### src/rtl/mck_pkg.sv
package mck_pkg;
    localparam int NCOND  = 7;
    localparam int CODE_W = 64;

    // pending condition slots
    localparam int CI_SD  = 0;
    localparam int CI_PD  = 1;
    localparam int CI_TD  = 2;
    localparam int CI_WN  = 3;
    localparam int CI_SEU = 4;
    localparam int CI_SEC = 5;
    localparam int CI_KEY = 6;

    // code bit n lives at vector index CODE_W-1-n
    localparam int P_SD   = CODE_W - 1 - 0;
    localparam int P_PD   = CODE_W - 1 - 1;
    localparam int P_SR   = CODE_W - 1 - 2;
    localparam int P_TD   = CODE_W - 1 - 3;
    localparam int P_WN   = CODE_W - 1 - 7;
    localparam int P_WN2  = CODE_W - 1 - 8;
    localparam int P_SEU  = CODE_W - 1 - 16;
    localparam int P_SEC  = CODE_W - 1 - 17;
    localparam int P_KEY  = CODE_W - 1 - 18;
    localparam int P_PMV  = CODE_W - 1 - 22;
    localparam int P_IAV  = CODE_W - 1 - 23;
    localparam int P_FAV  = CODE_W - 1 - 24;
    localparam int P_STV  = CODE_W - 1 - 31;
    localparam int P_TMV  = CODE_W - 1 - 46;
    localparam int P_CMV  = CODE_W - 1 - 47;

    typedef logic [NCOND-1:0] cond_t;
endpackage

### src/rtl/mck_pending.sv
module mck_pending
    import mck_pkg::*;
#(
    parameter int AW = 24
) (
    input  logic          clk,
    input  logic          rst,
    input  cond_t         set_i,
    input  cond_t         clr_i,
    input  logic          stg_ev_i,
    input  logic [AW-1:0] addr_i,
    output cond_t         pend_o,
    output logic [AW-1:0] addr_o
);
    typedef struct packed {
        cond_t         pend;
        logic [AW-1:0] addr;
    } st_t;

    st_t s_d, s_q;

    always_comb begin
        s_d      = s_q;
        s_d.pend = (s_q.pend & ~clr_i) | set_i;
        if (stg_ev_i) begin
            s_d.addr = addr_i;
        end
        if (rst) begin
            s_d = '0;
        end
    end

    always_ff @(posedge clk) begin
        s_q <= s_d;
    end

    assign pend_o = s_q.pend;
    assign addr_o = s_q.addr;

    // reset empties the pending set
    a_r9_reset_clears: assert property (@(posedge clk) rst |=> (s_q.pend == '0));

    // a pending bit not accepted is never lost
    a_r8_held_until_taken: assert property (@(posedge clk) disable iff (rst)
        1'b1 |=> ((s_q.pend & $past(s_q.pend & ~clr_i)) == $past(s_q.pend & ~clr_i)));

    // only pending conditions are accepted
    a_r8_accept_subset: assert property (@(posedge clk) disable iff (rst)
        ((clr_i & ~s_q.pend) == '0));
endmodule

### src/rtl/mck_gate.sv
module mck_gate
    import mck_pkg::*;
#(
    parameter int CR_W     = 16,
    parameter int SUB_WARN = 7,
    parameter int SUB_TFD  = 6,
    parameter int SUB_REC  = 4
) (
    input  logic            clk,
    input  logic            rst,
    input  cond_t           pend_i,
    input  logic            psw_i,
    input  logic [CR_W-1:0] sub_i,
    output cond_t           acc_o
);
    cond_t en;

    always_comb begin
        en         = '0;
        en[CI_SD]  = 1'b1;
        en[CI_PD]  = 1'b1;
        en[CI_TD]  = psw_i & sub_i[SUB_TFD];
        en[CI_WN]  = psw_i & sub_i[SUB_WARN];
        en[CI_SEU] = psw_i & sub_i[SUB_REC];
        en[CI_SEC] = psw_i & sub_i[SUB_REC];
        en[CI_KEY] = psw_i & sub_i[SUB_REC];
        acc_o      = pend_i & en;
    end

    // a warning is never accepted with either mask level off
    a_r1_warn_two_level: assert property (@(posedge clk) disable iff (rst)
        (pend_i[CI_WN] && !(psw_i && sub_i[SUB_WARN])) |-> !acc_o[CI_WN]);

    // exigent damage is accepted as soon as it is pending
    a_r7_exigent: assert property (@(posedge clk) disable iff (rst)
        (pend_i[CI_SD] || pend_i[CI_PD]) |-> (acc_o != '0));
endmodule

### src/rtl/mck_code.sv
module mck_code
    import mck_pkg::*;
(
    input  logic              clk,
    input  logic              rst,
    input  cond_t             acc_i,
    input  logic              tmr_ok_i,
    input  logic              cmp_ok_i,
    output logic              take_o,
    output logic [CODE_W-1:0] code_o
);
    typedef struct packed {
        logic              take;
        logic [CODE_W-1:0] code;
    } st_t;

    st_t s_d, s_q;
    logic stg, dmg;
    logic [CODE_W-1:0] word;

    always_comb begin
        stg  = acc_i[CI_SEU] | acc_i[CI_SEC] | acc_i[CI_KEY];
        dmg  = acc_i[CI_SD] | acc_i[CI_PD];
        word = '0;
        word[P_SD]  = acc_i[CI_SD];
        word[P_PD]  = acc_i[CI_PD];
        word[P_SR]  = stg;
        word[P_TD]  = acc_i[CI_TD];
        word[P_WN]  = acc_i[CI_WN];
        word[P_WN2] = acc_i[CI_WN];
        word[P_SEU] = acc_i[CI_SEU];
        word[P_SEC] = acc_i[CI_SEC];
        word[P_KEY] = acc_i[CI_KEY];
        word[P_FAV] = stg;
        word[P_PMV] = ~dmg;
        word[P_IAV] = ~dmg;
        word[P_STV] = ~dmg;
        word[P_TMV] = tmr_ok_i;
        word[P_CMV] = cmp_ok_i;

        s_d      = s_q;
        s_d.take = |acc_i;
        if (|acc_i) begin
            s_d.code = word;
        end
        if (rst) begin
            s_d = '0;
        end
    end

    always_ff @(posedge clk) begin
        s_q <= s_d;
    end

    assign take_o = s_q.take;
    assign code_o = s_q.code;

    // damage codes carry no PSW / storage validity
    a_r6_damage_clears_valid: assert property (@(posedge clk) disable iff (rst)
        (s_q.take && (s_q.code[P_SD] || s_q.code[P_PD])) |->
        (!s_q.code[P_PMV] && !s_q.code[P_IAV] && !s_q.code[P_STV]));

    // every taken code names at least one interruption type
    a_r8_type_present: assert property (@(posedge clk) disable iff (rst)
        s_q.take |-> ($countones({s_q.code[P_SD], s_q.code[P_PD], s_q.code[P_SR],
                                  s_q.code[P_TD], s_q.code[P_WN]}) > 0));
endmodule

### src/rtl/mck_intr_ctrl.sv
module mck_intr_ctrl
    import mck_pkg::*;
#(
    parameter int AW       = 24,
    parameter int CR_W     = 16,
    parameter int SUB_WARN = 7,
    parameter int SUB_TFD  = 6,
    parameter int SUB_REC  = 4
) (
    input  logic              clk,
    input  logic              rst,
    input  logic              sys_dmg_i,
    input  logic              proc_dmg_i,
    input  logic              tmr_err_i,
    input  logic              cmp_err_i,
    input  logic              tf_store_fault_i,
    input  logic              pwr_warn_i,
    input  logic              stg_unc_i,
    input  logic              stg_cor_i,
    input  logic              key_err_i,
    input  logic [AW-1:0]     stg_addr_i,
    input  logic              psw_mck_i,
    input  logic [CR_W-1:0]   submask_i,
    input  logic              tmr_ok_i,
    input  logic              cmp_ok_i,
    output logic              snap_tmr_o,
    output logic              snap_cmp_o,
    output logic              take_o,
    output logic [CODE_W-1:0] code_o,
    output logic [AW-1:0]     fail_addr_o
);
    cond_t set_v, pend, acc;
    logic  stg_ev;

    always_comb begin
        set_v         = '0;
        set_v[CI_SD]  = sys_dmg_i;
        set_v[CI_PD]  = proc_dmg_i;
        set_v[CI_TD]  = tmr_err_i | cmp_err_i | tf_store_fault_i;
        set_v[CI_WN]  = pwr_warn_i;
        set_v[CI_SEU] = stg_unc_i;
        set_v[CI_SEC] = stg_cor_i;
        set_v[CI_KEY] = key_err_i;
        stg_ev        = stg_unc_i | stg_cor_i | key_err_i;
    end

    mck_pending #(.AW(AW)) u_pend (
        .clk(clk), .rst(rst), .set_i(set_v), .clr_i(acc),
        .stg_ev_i(stg_ev), .addr_i(stg_addr_i),
        .pend_o(pend), .addr_o(fail_addr_o)
    );

    mck_gate #(.CR_W(CR_W), .SUB_WARN(SUB_WARN), .SUB_TFD(SUB_TFD), .SUB_REC(SUB_REC)) u_gate (
        .clk(clk), .rst(rst), .pend_i(pend), .psw_i(psw_mck_i),
        .sub_i(submask_i), .acc_o(acc)
    );

    mck_code u_code (
        .clk(clk), .rst(rst), .acc_i(acc), .tmr_ok_i(tmr_ok_i),
        .cmp_ok_i(cmp_ok_i), .take_o(take_o), .code_o(code_o)
    );

    assign snap_tmr_o = |acc;
    assign snap_cmp_o = |acc;

    // a snapshot strobe is followed by the taken pulse
    a_r4_snap_then_take: assert property (@(posedge clk) disable iff (rst)
        snap_tmr_o |=> take_o);

    // validity bits follow the snapshot status of the strobe cycle
    a_r4_valid_bits: assert property (@(posedge clk) disable iff (rst)
        snap_cmp_o |=> (code_o[P_TMV] == $past(tmr_ok_i) && code_o[P_CMV] == $past(cmp_ok_i)));
endmodule

### config.mk
export PLATFORM = sky130hd
export DESIGN_NAME = mck_intr_ctrl
export DESIGN_NICKNAME = d
export VERILOG_FILES = /design/src/rtl/mck_pkg.sv /design/src/rtl/mck_pending.sv /design/src/rtl/mck_gate.sv /design/src/rtl/mck_code.sv /design/src/rtl/mck_intr_ctrl.sv
export SDC_FILE = /design/constraint.sdc
export NUM_CORES = 1
export LEC_CHECK = 0
export ABC_AREA = 1
export BUFFER_PORTS_ARGS = -buffer_cell sky130_fd_sc_hd__clkbuf_2
export CORE_UTILIZATION = 40
export CTS_CLUSTER_DIAMETER = 50
export DETAILED_ROUTE_END_ITERATION = 6
export GPL_ROUTABILITY_DRIVEN = 0
export PLACE_DENSITY = 0.87
export SLEW_MARGIN = 20
export SYNTH_ARGS = -nofsm -noshare
export SYNTH_HDL_FRONTEND = slang
export SYNTH_SLANG_ARGS = --single-unit
### constraint.sdc
create_clock -name clk -period 1.5 [get_ports clk]
set_input_delay 0.3 -clock clk [delete_from_list [all_inputs] [get_ports clk]]
set_output_delay 0.3 -clock clk [all_outputs]
set_load 0.01 [all_outputs]
==> impl_metrics.ini, run 1 <==
[logic_synthesis]
synth_area_per_cell_um2 = 7.97
yosys_warnings = 0
synth.distinct_cells = 19
synth_area_um2 = 1980
syn_inst = 248
synth-seq-cells = 43
ys_seq_area_share_pct = 43.5

[sta]
max_freq_mhz = 676
post-route-period-util_pct = 98.6
postLayoutSetupSlackWorst_ns = 0.0206
drv_slew = 0
setup_viol = 0
fin_skew_ns = 0.00141
finalHoldViolCount = 0
period_needed_ns = 1.48
rsz0062_at_grt = yes

[clock_tree]
numCtsBuffers = 5
cts_tree = done
cts.sinks = 43
htree_num_levels = 2
cts.path.max_buffers = 2
clk_latency_ns = 0.29
clk_pin_slew_ns = 0.08
post-cts-setup-buffer-count = 0
root_buffer = clkbuf_8

[layout]
final_cell_mix = 82 x clkbuf_2, 60 x nor2_1, 49 x conb_1
area_growth_pct = 18.5
layout-drive-gt1-share_pct = 33.2
regArea_um2 = 862
postLayoutCellArea_um2 = 2340
layoutNonFillerInstCount = 395
antenna_cells = 0
multi_input_area_um2 = 800
n_fill_cell = 489
final_util_pct = 49.3
layout_commonest_cell = clkbuf_2
fin_nets = 381

[route]
drtIter0Drc = 41
wirelength_um = 3830
vias = 1672
antenna_left = 0
drc_errors = 0
firstDrtPassIters = 4
vias_per_cell = 4.23
avgRoutedWirePerCell_um = 9.70

[floorplan]
core_area_um2 = 4750
core.rowCount = 25
initial_core_util_pct = 41.6
fp.dieH_um = 72.3
die_area_um2 = 5230
die_w_um = 72.3
pin_count = 145

[power_and_ir_drop]
p_switching_uw = 684
power_density_nw_per_um2 = 1020
totalPowerFinal_uw = 2380
intPower_uw = 1700
p_clk_share_pct = 30.1
p_comb_share_pct = 16.9
peakVddDrop_mv = 0.554
seq_power_share_pct = 52.9
p_leak_uw = 0.00127
sw_frac_of_total_pct = 28.7

[worst_setup_path]
path_class = reg2out
crit_required_ns = 1.20
reg2reg_to = u_code.code_o[16]$_SDFFE_PP0P_
worstReg2RegStart = u_pend.pend_o[0]$_SDFF_PP0_
endpoint_kind = output port
cp_max_fo = 3
worstPathArrival_ns = 1.18
start_kind = register
regToRegSetupSlack_ns = 0.33
r2r_cells = 7

[worst_hold_path]
min_to = u_pend.pend_o[1]$_SDFF_PP0_
min_path_type = in2reg
min_from = proc_dmg_i
holdPathStages = 3

[global_routing]
grt_pass1_vias = 1437
overflow = 0
grt_max_degree = 25
antenna_found_initial = 0
grt_usage_pct = 15.0
grt_pass1_wl_um = 6000

[placement]
postPlaceCellArea_um2 = 2230
dp.cells = 387
hpwlAfterDp_um = 2970
post-place-ws_ns = 0.210
numPortBuffers = 82

[run_status]
status = finished clean

[flow_run]
cap_violations = 0
[cell families (layout without fill, tap and decap cells)]
| family | count (synthesis) | after routing | share of synthesized area (%) |
|---|---|---|---|
| DFF | 43 | 43 | 43.5 |
| AOI/OAI and AO/OA | 38 | 38 | 9.62 |
| other | 1 | 49 | 0.190 |
| buffers and inverters | 74 | 106 | 26.1 |
| and+or+nand+nor | 92 | 92 | 20.5 |
[worst max-delay path, stage by stage (launching register included)]
cell and delay (ns):
dfxtp_2 0.33, nor2_2 0.12, nand2_1 0.08, nor2_2 0.13, nand2_2 0.09, clkbuf_2 0.13
[routing by layer]
metal  GRT usage, %  part of all wire, %  up-vias
met5              0                    0        -
met4           6.54                  1.9        0
met3           5.28                  9.2        8
met2           27.1                   49       90
met1           15.5                   39      733
li1               -                    -      841
[cell type report]
cell class | instances | area share, %
Clock inverter | 3 | 0.854
Inverter | 9 | 1.44
Sequential cell | 43 | 36.8
Clock buffer | 5 | 2.94
Multi-Input combinational cell | 179 | 34.1
Timing Repair Buffer | 89 | 20.3
Tap cell | 67 | 3.58
[synthesized netlist by cell type]
cell type | instances | area share, %
conb_1 | 1 | 0.19
buf_6 | 4 | 2.3
a21oi_1 | 13 | 3.3
nand3_1 | 11 | 2.8
buf_4 | 55 | 21
inv_1 | 9 | 1.7
o21ai_0 | 25 | 6.3
nor3_1 | 2 | 0.51
dfxtp_1 | 43 | 44
buf_1 | 1 | 0.19
nor2_1 | 61 | 12
clkbuf_1 | 3 | 0.57
nor3_4 | 1 | 0.82
clkbuf_2 | 1 | 0.25
nand3_2 | 3 | 1.5
buf_2 | 1 | 0.25
nand3b_1 | 2 | 0.76
nor2_2 | 2 | 0.63
nand2_1 | 10 | 1.9
[flip-flops by register name (all words and copies together) (netlist names)]
| register | cells |
|---|---|
| u_pend.addr_o | 24 |
| u_code.code_o | 11 |
| u_pend.pend_o | 7 |
| u_code.take_o | 1 |
[power by group through the flow]
| stage | Combinational [µW] | Clock, µW | Sequential [µW] |
|---|---|---|---|
| global route | 453 | 800 | 1270 |
| global placement | 388 | 0 | 1280 |
| finish | 403 | 717 | 1260 |
| floorplan | 315 | 0 | 1310 |
| detailed placement | 399 | 0 | 1290 |
| CTS | 400 | 754 | 1260 |
[per-stage QoR]
stage	hold WS, ns	setup TNS [ns]
6_report	0.206	0
5_1_grt	0.177	-0.0734
4_1_cts	0.187	0
3_5_place_dp	0.465	0
3_3_place_gp	0.448	0
2_1_floorplan	0.407	0
[worst max path at each step]
| stage | startpoint | endpoint | slack (ns) | cells after the start |
|---|---|---|---|---|
| 2_1_floorplan | psw_mck_i | snap_tmr_o | 0.24 | 6 |
| 3_3_place_gp | psw_mck_i | snap_cmp_o | 0.21 | 6 |
| 3_5_place_dp | psw_mck_i | snap_tmr_o | 0.21 | 6 |
| 4_1_cts | u_pend.pend_o[0]$_SDFF_PP0_ | snap_tmr_o | 0.02 | 5 |
| 5_1_grt | u_pend.pend_o[0]$_SDFF_PP0_ | snap_cmp_o | -0.04 | 5 |
| 6_report | u_pend.pend_o[0]$_SDFF_PP0_ | snap_cmp_o | 0.02 | 5 |
[repair_timing]
item	CTS	global route
pin swaps	0	1
hold buffers	0	0
endpoints found under the setup margin	2	2
gates resized for setup	1	5
Note: power is estimated with default switching activity, not from simulation.
==> inputs of run 2 (changes only) <==
--- a/config.mk
+++ b/config.mk
@@ -7,11 +7,11 @@
 export LEC_CHECK = 0
 export ABC_AREA = 1
 export BUFFER_PORTS_ARGS = -buffer_cell sky130_fd_sc_hd__clkbuf_2
-export CORE_UTILIZATION = 40
+export CORE_UTILIZATION = 30
 export CTS_CLUSTER_DIAMETER = 50
 export DETAILED_ROUTE_END_ITERATION = 6
 export GPL_ROUTABILITY_DRIVEN = 0
-export PLACE_DENSITY = 0.87
+export PLACE_DENSITY = 0.7
 export SLEW_MARGIN = 20
 export SYNTH_ARGS = -nofsm -noshare
 export SYNTH_HDL_FRONTEND = slang
==> constraint.sdc (replaced) <==
create_clock -name clk -period 1.5 [get_ports clk]
set_input_delay 0.15 -clock clk [delete_from_list [all_inputs] [get_ports clk]]
set_output_delay 0.15 -clock clk [all_outputs]
set_load 0.01 [all_outputs]
==> impl_metrics.ini, run 2 (synthesized netlist as in run 1, its figures left out) <==
[clock_tree]
root_buffer = clkbuf_8
numCtsBuffers = 5
post-cts-setup-buffer-count = 0
cts.sinks = 43
htree_num_levels = 2
hold_buffers = 0
cts_resized = 0
clk_pin_slew_ns = 0.08
cts.path.max_buffers = 2
clk_latency_ns = 0.29
cts_tree = done

[global_routing]
use_met1_pct = 12.4
grtUsageMet3_pct = 5.17
grt_pass1_wl_um = 6270
grt_max_degree = 25
met2_usage_pct = 20.0
grt_usage_pct = 11.4
overflow = 0
grt_pass1_vias = 1399
antenna_found_initial = 0
grt_busiest_layer = met2

[floorplan]
die_w_um = 83.2
core_area_um2 = 6350
pin_count = 145
fp.dieH_um = 83.2
initial_core_util_pct = 31.1
core.rowCount = 29
die_area_um2 = 6920

[layout]
layout_commonest_cell = clkbuf_2
fin_nets = 379
final_cell_mix = 82 x clkbuf_2, 61 x nor2_1, 49 x conb_1
antenna_cells = 0
area_growth_pct = 19.1
layout-drive-gt1-share_pct = 31.0
postLayoutCellArea_um2 = 2350
largest_reg_flops = 24

[route]
firstDrtPassIters = 4
drtIter0Drc = 46
avgRoutedWirePerCell_um = 9.62
wirelength_um = 3880
vias_per_cell = 4.05
drc_errors = 0
vias = 1632
antenna_left = 0

[worst_setup_path]
regToRegSetupSlack_ns = 0.33
worstPathArrival_ns = 1.24
path_class = reg2out
worstReg2RegStart = u_pend.pend_o[0]$_SDFF_PP0_
endpoint_kind = output port
crit_required_ns = 1.35
r2r_cells = 7
reg2reg_to = u_code.code_o[16]$_SDFFE_PP0P_
start_kind = register
cp_max_fo = 5

[worst_hold_path]
min_to = u_pend.pend_o[0]$_SDFF_PP0_
holdPathStages = 3
min_path_type = in2reg
min_from = sys_dmg_i

[sta]
fin_skew_ns = 0.00448
maxSlewHeadroom_pct = 48.8
drv_slew = 0
setup_viol = 0
period_needed_ns = 1.39
final.setup.tns_ns = 0
finalHoldViolCount = 0
max_freq_mhz = 717
worst_slew_pin_slew_ns = 0.768
post-route-period-util_pct = 93.0

[run_status]
status = finished clean

[power_and_ir_drop]
p_leak_uw = 0.00128
power_density_nw_per_um2 = 1090
peakVddDrop_mv = 0.364

[placement]
numPortBuffers = 82
postPlaceCellArea_um2 = 2230
hpwlAfterDp_um = 2930

[flow_run]
cap_violations = 0
## run 2: worst max-delay path, stage by stage, from the launching register on
cell and delay (ns):
dfxtp_1 0.33, nor2_1 0.15, nand2_1 0.11, nor2_4 0.13, nand2_1 0.10, clkbuf_2 0.14
## run 2: worst max path at each step
stage,start,endpoint,depth (start not counted)
after CTS,u_pend.pend_o[0]$_SDFF_PP0_,snap_cmp_o,5
after global placement,stg_unc_i,u_pend.addr_o[16]$_SDFFE_PP0P_,5
final,u_pend.pend_o[0]$_SDFF_PP0_,snap_cmp_o,5
after detailed placement,stg_unc_i,u_pend.addr_o[6]$_SDFFE_PP0P_,5
after global routing,u_pend.pend_o[0]$_SDFF_PP0_,snap_tmr_o,5
after floorplan,u_pend.pend_o[0]$_SDFF_PP0_,snap_tmr_o,5
## run 2: layout make-up
class	instances	area (µm²)
clock inverter	2	35.0
clock buffer	6	82.6
multi-input combinational	179	785
fill	672	4000
inverter	9	33.8
tap	77	96.3
timing repair buffer	87	460
sequential	43	861
## run 2: report_power, final
| group | internal [µW] | switching [µW] | leakage, µW | total (µW) |
|---|---|---|---|---|
| Combinational | 151 | 243 | 0.000866 | 393 |
| Clock | 539 | 385 | 0.0000612 | 923 |
| Sequential | 1220 | 39.9 | 0.000357 | 1260 |
| Total | 1910 | 667 | 0.00128 | 2570 |
## run 2: layer usage
metal / vias up / wire [µm]
li1: 835 / -
met1: 717 / 1620
met2: 78 / 1890
met3: 2 / 357
met4: 0 / 12
met5: - / 0
## run 2: metrics by stage
| stage | hold slack [ns] | total power [µW] | setup WS, ns | utilization (%) | std cells |
|---|---|---|---|---|---|
| final | 0.0533 | 2570 | 0.105 | 37.1 | 403 |
| after CTS | 0.0417 | 2620 | 0.0893 | 37.0 | 403 |
| after global placement | 0.362 | 1670 | 0.286 | 35.1 | 395 |
| after floorplan | 0.257 | 1630 | 0.493 | - | 296 |
| after detailed placement | 0.360 | 1680 | 0.279 | 35.1 | 395 |
| after global routing | 0.0549 | 2740 | -0.00768 | 37.1 | 403 |
==> inputs of run 3 (changes only) <==
--- a/config.mk
+++ b/config.mk
@@ -5,13 +5,13 @@
 export SDC_FILE = /design/constraint.sdc
 export NUM_CORES = 1
 export LEC_CHECK = 0
-export ABC_AREA = 1
 export BUFFER_PORTS_ARGS = -buffer_cell sky130_fd_sc_hd__clkbuf_2
+export CORE_ASPECT_RATIO = 0.8
 export CORE_UTILIZATION = 30
 export CTS_CLUSTER_DIAMETER = 50
 export DETAILED_ROUTE_END_ITERATION = 6
 export GPL_ROUTABILITY_DRIVEN = 0
-export PLACE_DENSITY = 0.7
+export PLACE_DENSITY = 0.71
 export SLEW_MARGIN = 20
 export SYNTH_ARGS = -nofsm -noshare
 export SYNTH_HDL_FRONTEND = slang
==> impl_metrics.ini, run 3 <==
[run_status]
status = finished clean

[power_and_ir_drop]
peakVddDrop_mv = 0.500
p_leak_uw = 0.00121
power_density_nw_per_um2 = 1010

[layout]
postLayoutCellArea_um2 = 2350
layoutNonFillerInstCount = 392
layout-drive-gt1-share_pct = 36.3
n_fill_cell = 651
layout_commonest_cell = clkbuf_2
fin_nets = 364
multi_input_area_um2 = 793
final_cell_mix = 82 x clkbuf_2, 51 x nand2_1, 49 x conb_1
largest_reg_flops = 24
antenna_cells = 0
area_growth_pct = 20.8
regArea_um2 = 867

[clock_tree]
hold_buffers = 0
cts.sinks = 43
root_buffer = clkbuf_8
cts.path.max_buffers = 2
cts_tree = done
clk_latency_ns = 0.29
numCtsBuffers = 5
clk_pin_slew_ns = 0.09
htree_num_levels = 2

[global_routing]
grt_usage_pct = 11.9
grt_max_degree = 25
antenna_found_initial = 0
overflow = 0
grt_pass1_vias = 1463
grt_pass1_wl_um = 6380

[route]
drc_errors = 0
drtIter0Drc = 55
firstDrtPassIters = 4
vias = 1573
wirelength_um = 4080
vias_per_cell = 4.01
antenna_left = 0
avgRoutedWirePerCell_um = 10.4

[logic_synthesis]
synth_area_um2 = 1950
synth-edff-count = 0
syn_inst = 228
synth.distinct_cells = 25
yosys.area.top_type = dfxtp_1
synth_top_area_share_pct = 44.2
synth_area_per_cell_um2 = 8.54
ys_seq_area_share_pct = 44.2
synthFlopType = dfxtp_1
ys_async_sr_fraction_pct = 0
synth_common_cells = 54 x buf_4, 51 x nand2_1, 43 x dfxtp_1, 31 x a21oi_1, 9 x clkbuf_1
synth_most_common_cell = buf_4
yosys_warnings = 0
synthTopCellsByArea = dfxtp_1 44%, buf_4 21%, nand2_1 9.8%
synth-seq-cells = 43

[placement]
postPlaceCellArea_um2 = 2230
numPortBuffers = 82
hpwlAfterDp_um = 3090
post-place-ws_ns = 0.121
dp.cells = 381

[worst_setup_path]
cp_max_fo = 3
r2r_cells = 5
slowest_delay_ns = 0.35
regToRegSetupSlack_ns = 0.21
path_class = reg2out
crit_required_ns = 1.35
worstReg2RegStart = u_pend.pend_o[5]$_SDFF_PP0_
cp_top_family = flip-flops
reg2reg_to = u_code.code_o[17]$_SDFFE_PP0P_
start_kind = register
worstPathArrival_ns = 1.32
cp.depth = 4
endpoint_kind = output port
path_cells = o311ai_4, and3_4, inv_4, clkbuf_2
path_buf_inv = 2
critPathSlowestCell = dfxtp_2

[flow_run]
cap_violations = 0

[sta]
drv_slew = 0
setup_viol = 0
whs_ns = 0.0791
fin_skew_ns = 0.00847
rsz0062_at_grt = yes
postLayoutSetupSlackWorst_ns = 0.0298
max_freq_mhz = 680
period_needed_ns = 1.47
finalHoldViolCount = 0
post-route-period-util_pct = 98.0

[floorplan]
fp.dieH_um = 74.1
die_area_um2 = 6820
die_w_um = 92.1
core_area_um2 = 6100
pin_count = 145
core.rowCount = 25
initial_core_util_pct = 31.9

[worst_hold_path]
min_from = stg_addr_i[20]
min_to = u_pend.addr_o[20]$_SDFFE_PP0P_
holdPathStages = 3
min_path_type = in2reg
-- run 3: stage by stage --
step           util, %  total power (µW)  TNS, ns
2_1_floorplan        -              1610        0
3_3_place_gp      36.6              1650        0
3_5_place_dp      36.6              1660        0
4_1_cts           38.4              2410        0
5_1_grt           38.6              2520  -0.0517
6_report          38.6              2370        0
-- run 3: logic make-up after synthesis --
group | Yosys count | synth area share (%)
compound gates | 44 | 15.9
buf+inv | 69 | 24.6
flops | 43 | 44.2
simple gates | 71 | 15.1
other cells | 1 | 0.192
-- run 3: worst max path at each step --
stage / from / end
after floorplan: u_pend.pend_o[2]$_SDFF_PP0_ / snap_tmr_o
after global placement: u_pend.pend_o[6]$_SDFF_PP0_ / snap_tmr_o
after detailed placement: u_pend.pend_o[6]$_SDFF_PP0_ / u_code.code_o[41]$_SDFFE_PP0P_
after CTS: u_pend.pend_o[6]$_SDFF_PP0_ / snap_tmr_o
after global routing: u_pend.pend_o[1]$_SDFF_PP0_ / snap_cmp_o
final: u_pend.pend_o[5]$_SDFF_PP0_ / snap_tmr_o
-- run 3: what timing repair did --
| action | CTS | global route |
|---|---|---|
| setup buffers | 2 | 1 |
| setup endpoints to repair | 2 | 2 |
| gates resized for setup | 5 | 2 |
| pin swaps | 2 | 2 |
-- run 3: worst min-delay path: stages --
cell	delay (ns)
clkbuf_2	0.08
nand2_1	0.05
a21oi_1	0.05
-- run 3: routing by layer --
metal	track usage [%]	part of all wire, %	routed length, µm
met5	0	0	0
met4	3.65	0	0
met3	4.09	6.6	269
met2	20.8	49	2010
met1	14.1	44	1800
-- run 3: area by class of cell --
cell class,count,area share (%)
clock inverter,3,0.851
clock buffer,5,2.92
multi-input combinational,164,33.7
timing repair buffer,92,20.6
inverter,4,0.744
sequential,43,36.8
tap,81,4.31
-- run 3: where the power goes --
| part | internal, µW | switching (µW) | leakage, µW |
|---|---|---|---|
| Combinational | 156 | 231 | 0.000809 |
| Clock | 324 | 401 | 0.0000402 |
| Sequential | 1210 | 43.8 | 0.000358 |
